`src/rtl/cdrv_pkg.sv`:
```
package cdrv_pkg;

   // Bundle of asynchronous control and data inputs passed through the synchronizer
   typedef struct packed {
      logic sclk;
      logic sdat;
      logic load;
      logic blank_n;
      logic pol;
   } cdrv_in_t;

   localparam int CDRV_IN_W = $bits(cdrv_in_t);

   // Idle state: no shift, bank holding, not blanked, non-inverting
   localparam cdrv_in_t CDRV_IN_IDLE = '{sclk: 1'b0, sdat: 1'b0, load: 1'b0,
                                        blank_n: 1'b1, pol: 1'b1};

endpackage

```
`src/rtl/cdrv_sync.sv`:
```
module cdrv_sync #(
   parameter int                WIDTH   = 1,
   parameter int                STAGES  = 2,
   parameter logic [WIDTH-1:0]  RST_VAL = '0
) (
   input  logic             clk,
   input  logic             rst,
   input  logic [WIDTH-1:0] d_i,
   output logic [WIDTH-1:0] q_o
);

   localparam int LAST = STAGES - 1;

   if (STAGES < 2) begin : g_bad_stages
      $error("cdrv_sync: STAGES must be at least 2");
   end

   logic [STAGES-1:0][WIDTH-1:0] stg_q;

   always_ff @(posedge clk) begin
      if (rst) begin
         stg_q <= {STAGES{RST_VAL}};
      end else begin
         stg_q <= {stg_q[STAGES-2:0], d_i};
      end
   end

   assign q_o = stg_q[LAST];

endmodule

```
`src/rtl/cdrv_shift.sv`:
```
module cdrv_shift #(
   parameter int CHANNELS = 32
) (
   input  logic                clk,
   input  logic                rst,
   input  logic                sclk_s,
   input  logic                sdat_s,
   output logic                fall_o,
   output logic [CHANNELS-1:0] stage_q,
   output logic [CHANNELS-1:0] stage_nxt
);

   logic sclk_prev_q;

   // Falling edge: previous synchronized sample high, current low
   assign fall_o    = sclk_prev_q & ~sclk_s;
   assign stage_nxt = fall_o ? {stage_q[CHANNELS-2:0], sdat_s} : stage_q;

   always_ff @(posedge clk) begin
      if (rst) begin
         stage_q     <= '0;
         sclk_prev_q <= 1'b0;
      end else begin
         stage_q     <= stage_nxt;
         sclk_prev_q <= sclk_s;
      end
   end

   p_shift_r1: assert property (@(posedge clk) disable iff (rst)
      fall_o |=> (stage_q[CHANNELS-1:1] == $past(stage_q[CHANNELS-2:0]))
                 && (stage_q[0] == $past(sdat_s)));

   p_no_edge_r1: assert property (@(posedge clk) disable iff (rst)
      !fall_o |=> $stable(stage_q));

   p_edge_needs_high_r1: assert property (@(posedge clk) disable iff (rst)
      fall_o |-> $fell(sclk_s));

endmodule

```
`src/rtl/cdrv_latch.sv`:
```
module cdrv_latch #(
   parameter int CHANNELS = 32
) (
   input  logic                clk,
   input  logic                rst,
   input  logic                load_s,
   input  logic [CHANNELS-1:0] stage_nxt,
   input  logic [CHANNELS-1:0] stage_q,
   output logic [CHANNELS-1:0] lat_q
);

   // Level-sensitive bank modelled as a register reloaded every cycle load is high
   always_ff @(posedge clk) begin
      if (rst) begin
         lat_q <= '0;
      end else if (load_s) begin
         lat_q <= stage_nxt;
      end
   end

   p_follow_r4: assert property (@(posedge clk) disable iff (rst)
      load_s |=> (lat_q == stage_q));

   p_hold_r4: assert property (@(posedge clk) disable iff (rst)
      !load_s |=> $stable(lat_q));

endmodule

```
`src/rtl/cdrv_outmux.sv`:
```
module cdrv_outmux #(
   parameter int CHANNELS = 32
) (
   input  logic [CHANNELS-1:0] lat_q,
   input  logic                blank_n_s,
   input  logic                pol_s,
   output logic [CHANNELS-1:0] on_o
);

   for (genvar c = 0; c < CHANNELS; c++) begin : g_chan
      // Not blanked: pass or invert. Blanked: level set by polarity alone.
      assign on_o[c] = blank_n_s ? (lat_q[c] ~^ pol_s) : ~pol_s;
   end

endmodule

```
`src/rtl/col_driver.sv`:
```
module col_driver
   import cdrv_pkg::*;
#(
   parameter int CHANNELS    = 32,
   parameter int SYNC_STAGES = 2
) (
   input  logic                clk,
   input  logic                rst,
   input  logic                ser_clk_i,
   input  logic                ser_dat_i,
   input  logic                load_i,
   input  logic                blank_n_i,
   input  logic                pol_i,
   output logic                cascade_o,
   output logic [CHANNELS-1:0] chan_on_o
);

   localparam int LAST = CHANNELS - 1;

   if (CHANNELS < 2) begin : g_bad_channels
      $error("col_driver: CHANNELS must be at least 2");
   end
   if (SYNC_STAGES < 2) begin : g_bad_sync
      $error("col_driver: SYNC_STAGES must be at least 2");
   end

   cdrv_in_t            raw_in;
   cdrv_in_t            sy;
   logic                fall;
   logic [CHANNELS-1:0] stage_q;
   logic [CHANNELS-1:0] stage_nxt;
   logic [CHANNELS-1:0] lat_q;

   assign raw_in = '{sclk: ser_clk_i, sdat: ser_dat_i, load: load_i,
                     blank_n: blank_n_i, pol: pol_i};

   cdrv_sync #(
      .WIDTH   (CDRV_IN_W),
      .STAGES  (SYNC_STAGES),
      .RST_VAL (CDRV_IN_IDLE)
   ) u_sync (
      .clk (clk),
      .rst (rst),
      .d_i (raw_in),
      .q_o (sy)
   );

   cdrv_shift #(.CHANNELS(CHANNELS)) u_shift (
      .clk       (clk),
      .rst       (rst),
      .sclk_s    (sy.sclk),
      .sdat_s    (sy.sdat),
      .fall_o    (fall),
      .stage_q   (stage_q),
      .stage_nxt (stage_nxt)
   );

   cdrv_latch #(.CHANNELS(CHANNELS)) u_latch (
      .clk       (clk),
      .rst       (rst),
      .load_s    (sy.load),
      .stage_nxt (stage_nxt),
      .stage_q   (stage_q),
      .lat_q     (lat_q)
   );

   cdrv_outmux #(.CHANNELS(CHANNELS)) u_outmux (
      .lat_q     (lat_q),
      .blank_n_s (sy.blank_n),
      .pol_s     (sy.pol),
      .on_o      (chan_on_o)
   );

   assign cascade_o = stage_q[LAST];

   p_cascade_r2: assert property (@(posedge clk) disable iff (rst)
      fall |=> (cascade_o == $past(stage_q[LAST-1])));

   p_blank_off_r5: assert property (@(posedge clk) disable iff (rst)
      (!sy.blank_n && sy.pol) |-> ($countones(chan_on_o) == 0));

   p_blank_on_r5: assert property (@(posedge clk) disable iff (rst)
      (!sy.blank_n && !sy.pol) |-> ($countones(chan_on_o) == CHANNELS));

   p_pass_r6: assert property (@(posedge clk) disable iff (rst)
      (sy.blank_n && sy.pol) |-> (chan_on_o == lat_q));

   p_invert_r6: assert property (@(posedge clk) disable iff (rst)
      (sy.blank_n && !sy.pol) |-> (chan_on_o == ~lat_q));

   p_clear_r7: assert property (@(posedge clk)
      rst |=> ((stage_q == '0) && (lat_q == '0)));

endmodule

```
`config.mk`:
```
export PLATFORM = sky130hd
export DESIGN_NAME = col_driver
export DESIGN_NICKNAME = d
export VERILOG_FILES = /design/src/rtl/cdrv_pkg.sv /design/src/rtl/cdrv_sync.sv /design/src/rtl/cdrv_shift.sv /design/src/rtl/cdrv_latch.sv /design/src/rtl/cdrv_outmux.sv /design/src/rtl/col_driver.sv
export SDC_FILE = /design/constraint.sdc
export NUM_CORES = 1
export LEC_CHECK = 0
export BUFFER_PORTS_ARGS = -buffer_cell sky130_fd_sc_hd__buf_2
export CAP_MARGIN = 20
export CORE_MARGIN = 3
export CORE_UTILIZATION = 55
export CTS_CLUSTER_SIZE = 24
export DETAILED_ROUTE_END_ITERATION = 8
export PLACE_DENSITY = 0.82
export RECOVER_POWER = 25
export SYNTH_ARGS = -nofsm -noshare
export SYNTH_HDL_FRONTEND = slang
export SYNTH_SLANG_ARGS = --single-unit
```
`constraint.sdc`:
```
create_clock -name clk -period 3.1 [get_ports clk]
set_input_delay 0.465 -clock clk [delete_from_list [all_inputs] [get_ports clk]]
set_output_delay 0.465 -clock clk [all_outputs]
set_load 0.1 [all_outputs]
```
==> flow_summary.json <==
{
  "drt_first_iter_violations": 72,
  "relSlewSlack": 0.357,
  "cts_setup_buffers": 0,
  "postLayoutCoreUtil": 0.632,
  "setup_slack_ns": 0.713,
  "first_pass_iters": 4,
  "synth-seq-area-share": 0.506,
  "start_util": 0.574,
  "hold_viol_final": 0,
  "setup_tns_ns": 0,
  "fin_worst_skew_ns": 0.0110,
  "die_y_microns": 79.5,
  "setup.worst_path.start_class": "flop",
  "die_w_microns": 79.5,
  "fillerInstances": 450,
  "drive_gt1_frac": 0.171,
  "drv_slew": 0,
  "layout_common_cells": "73 x dfxtp_1, 64 x nor2_1, 38 x buf_2",
  "route.detailed.drc": 0,
  "grt-ovfl-total": 0,
  "grt_usage": 0.161,
  "synth_cells": 305,
  "area_growth_pct": 10.2,
  "ctsHtreeMaxLevel": 3,
  "dp_hpwl_microns": 3030,
  "insertedDiodeCount": 0,
  "row_count": 26,
  "fin_cells": 409,
  "cts_tree": "yes",
  "io_pins": 40,
  "critPathLaunch": "u_sync.q_o[0]",
  "rr_startpoint": "u_sync.q_o[4]",
  "via_per_inst": 4.92,
  "synthTopCellsByArea": "dfxtp_1 51%, mux2i_1 11%, xor2_1 9.4%",
  "fmax_mhz": 419,
  "min-delay-start": "blank_n_i",
  "clockPowerShare": 0.297,
  "cp_max_fo": 20,
  "synth_top_area_share": 0.506,
  "arrival_ns": 1.92,
  "die-area_sq_mm": 0.00631,
  "yosys_warnings": 0,
  "grt_pass1_wl_microns": 7860,
  "path_clk_slew_ns": 0.06,
  "period_share": 0.770,
  "wirelength_microns": 4740,
  "leakage_uw": 0.00120,
  "total_power_uw": 2010,
  "tightestPinTransition_ns": 0.965,
  "wl_per_cell_microns": 11.6,
  "grt_pass1_vias": 1802,
  "worstPathRequired_ns": 2.63,
  "cts-root-buf": "clkbuf_8",
  "rsz0062_at_grt": "false",
  "yosysTopAreaCell": "dfxtp_1",
  "ys_seq_elements": 75,
  "grt_max_degree": 65,
  "numCtsBuffers": 9,
  "dp_slack_ns": 1.05,
  "setup_viol": 0,
  "cts_resized": 0,
  "synth_fp_nets": 312,
  "switching_power_uw": 660,
  "ant_nets": 0,
  "crit_path_end_kind": "primary output",
  "gp_congestion": 0.723,
  "final_common_cell": "dfxtp_1",
  "cts_sinks": 75,
  "syn_area_per_cell_sq_um": 9.73,
  "core_region_area_sq_mm": 0.00517,
  "synth_cell_types": 14,
  "p_seq_frac": 0.502,
  "p_per_area_mw_per_mm2": 613,
  "drv_cap": 0,
  "hold_path.class": "in -> reg",
  "p_sw_frac": 0.329,
  "clock_latency_ns": 0.33,
  "fin_crit_ns": 2.39,
  "nets": 341,
  "dpl.cell_count": 392,
  "syn_area_sq_mm": 0.00297,
  "max-vdd-ir-drop_mv": 0.441,
  "comb_power_share": 0.201,
  "via_count": 2014,
  "crit_type": "reg -> out",
  "cts_hold_buf": 0,
  "status": "complete, no violations",
  "port_buffers": 39,
  "internal_power_uw": 1350,
  "clk_path_buf_depth": 2,
  "antenna_found_initial": 0
}
==> synth_stat cells (all sizes together) <==
library cell and number:
or2 4, nor2b 8, dlygate4sd1 4, nand2 32, mux2i 32, dfxtp 75
xor2 32, a211oi 32, clkbuf 12, nor2 64, buf 10
==> worst paths after layout <==
path                            end  slack [ns]  depth (start not counted)
setup / recovery       chan_on_o[3]        0.71                          3
hold / removal      u_sync.stg_q[1]        0.32                          2
setup reg to reg  u_latch.lat_q[16]        1.29                          4
hold reg to reg       u_sync.q_o[1]        0.41                          1
==> cell type report <==
type | count | area [sq um] | area share
clock buffer | 13 | 139 | 0.0425
tap | 70 | 87.6 | 0.0268
multi-input combinational | 204 | 1280 | 0.393
clock inverter | 3 | 15.0 | 0.00459
sequential | 75 | 1500 | 0.460
timing repair buffer | 44 | 241 | 0.0738
==> registers in the layout, indices dropped and copies added, names as in the netlist <==
| name | flops |
|---|---|
| u_shift.stage_q | 32 |
| u_sync.q_o | 5 |
| u_sync.stg_q | 5 |
| u_shift.sclk_prev_q | 1 |
| u_latch.lat_q | 32 |
==> power groups by stage <==
stage          Clock (uW)  Combinational (uW)  Sequential, uW
2_1_floorplan           0                 365            1020
3_3_place_gp            0                 393            1040
3_5_place_dp            0                 396            1040
4_1_cts               611                 396            1020
5_1_grt               651                 422            1010
6_report              595                 403            1010
==> cells by family (layout without fill, tap and decap cells) <==
kind of cell	Yosys count	after routing	share of synthesized area
flip-flops	75	75	0.506
buffers and inverters	26	60	0.0632
AND/OR/NAND/NOR	108	108	0.148
multiplexers	32	32	0.108
XOR/XNOR	32	32	0.0944
AO/OA/AOI/OAI	32	32	0.0809
==> worst max-delay path: stages (launching register included) <==
cell	delay, ns
dfxtp_2	0.54
buf_4	0.39
xor2_1	0.20
buf_2	0.46
==> through the flow <==
| step | hold slack [ns] | cell area [sq um] |
|---|---|---|
| 5_1_grt | 0.318 | 3270 |
| 2_1_floorplan | 0.383 | 2970 |
| 6_report | 0.324 | 3270 |
| 3_5_place_dp | 0.392 | 3100 |
| 3_3_place_gp | 0.392 | 3100 |
| 4_1_cts | 0.310 | 3250 |
==> metal layers <==
layer  GRT usage  routed length [microns]  vias up
li1            -                        -     1061
met1       0.184                     2150      910
met3      0.0542                      212        2
met5           0                        0        -
met2       0.272                     2340       41
met4      0.0670                       33        0
Note: power is estimated with default switching activity, not from simulation.
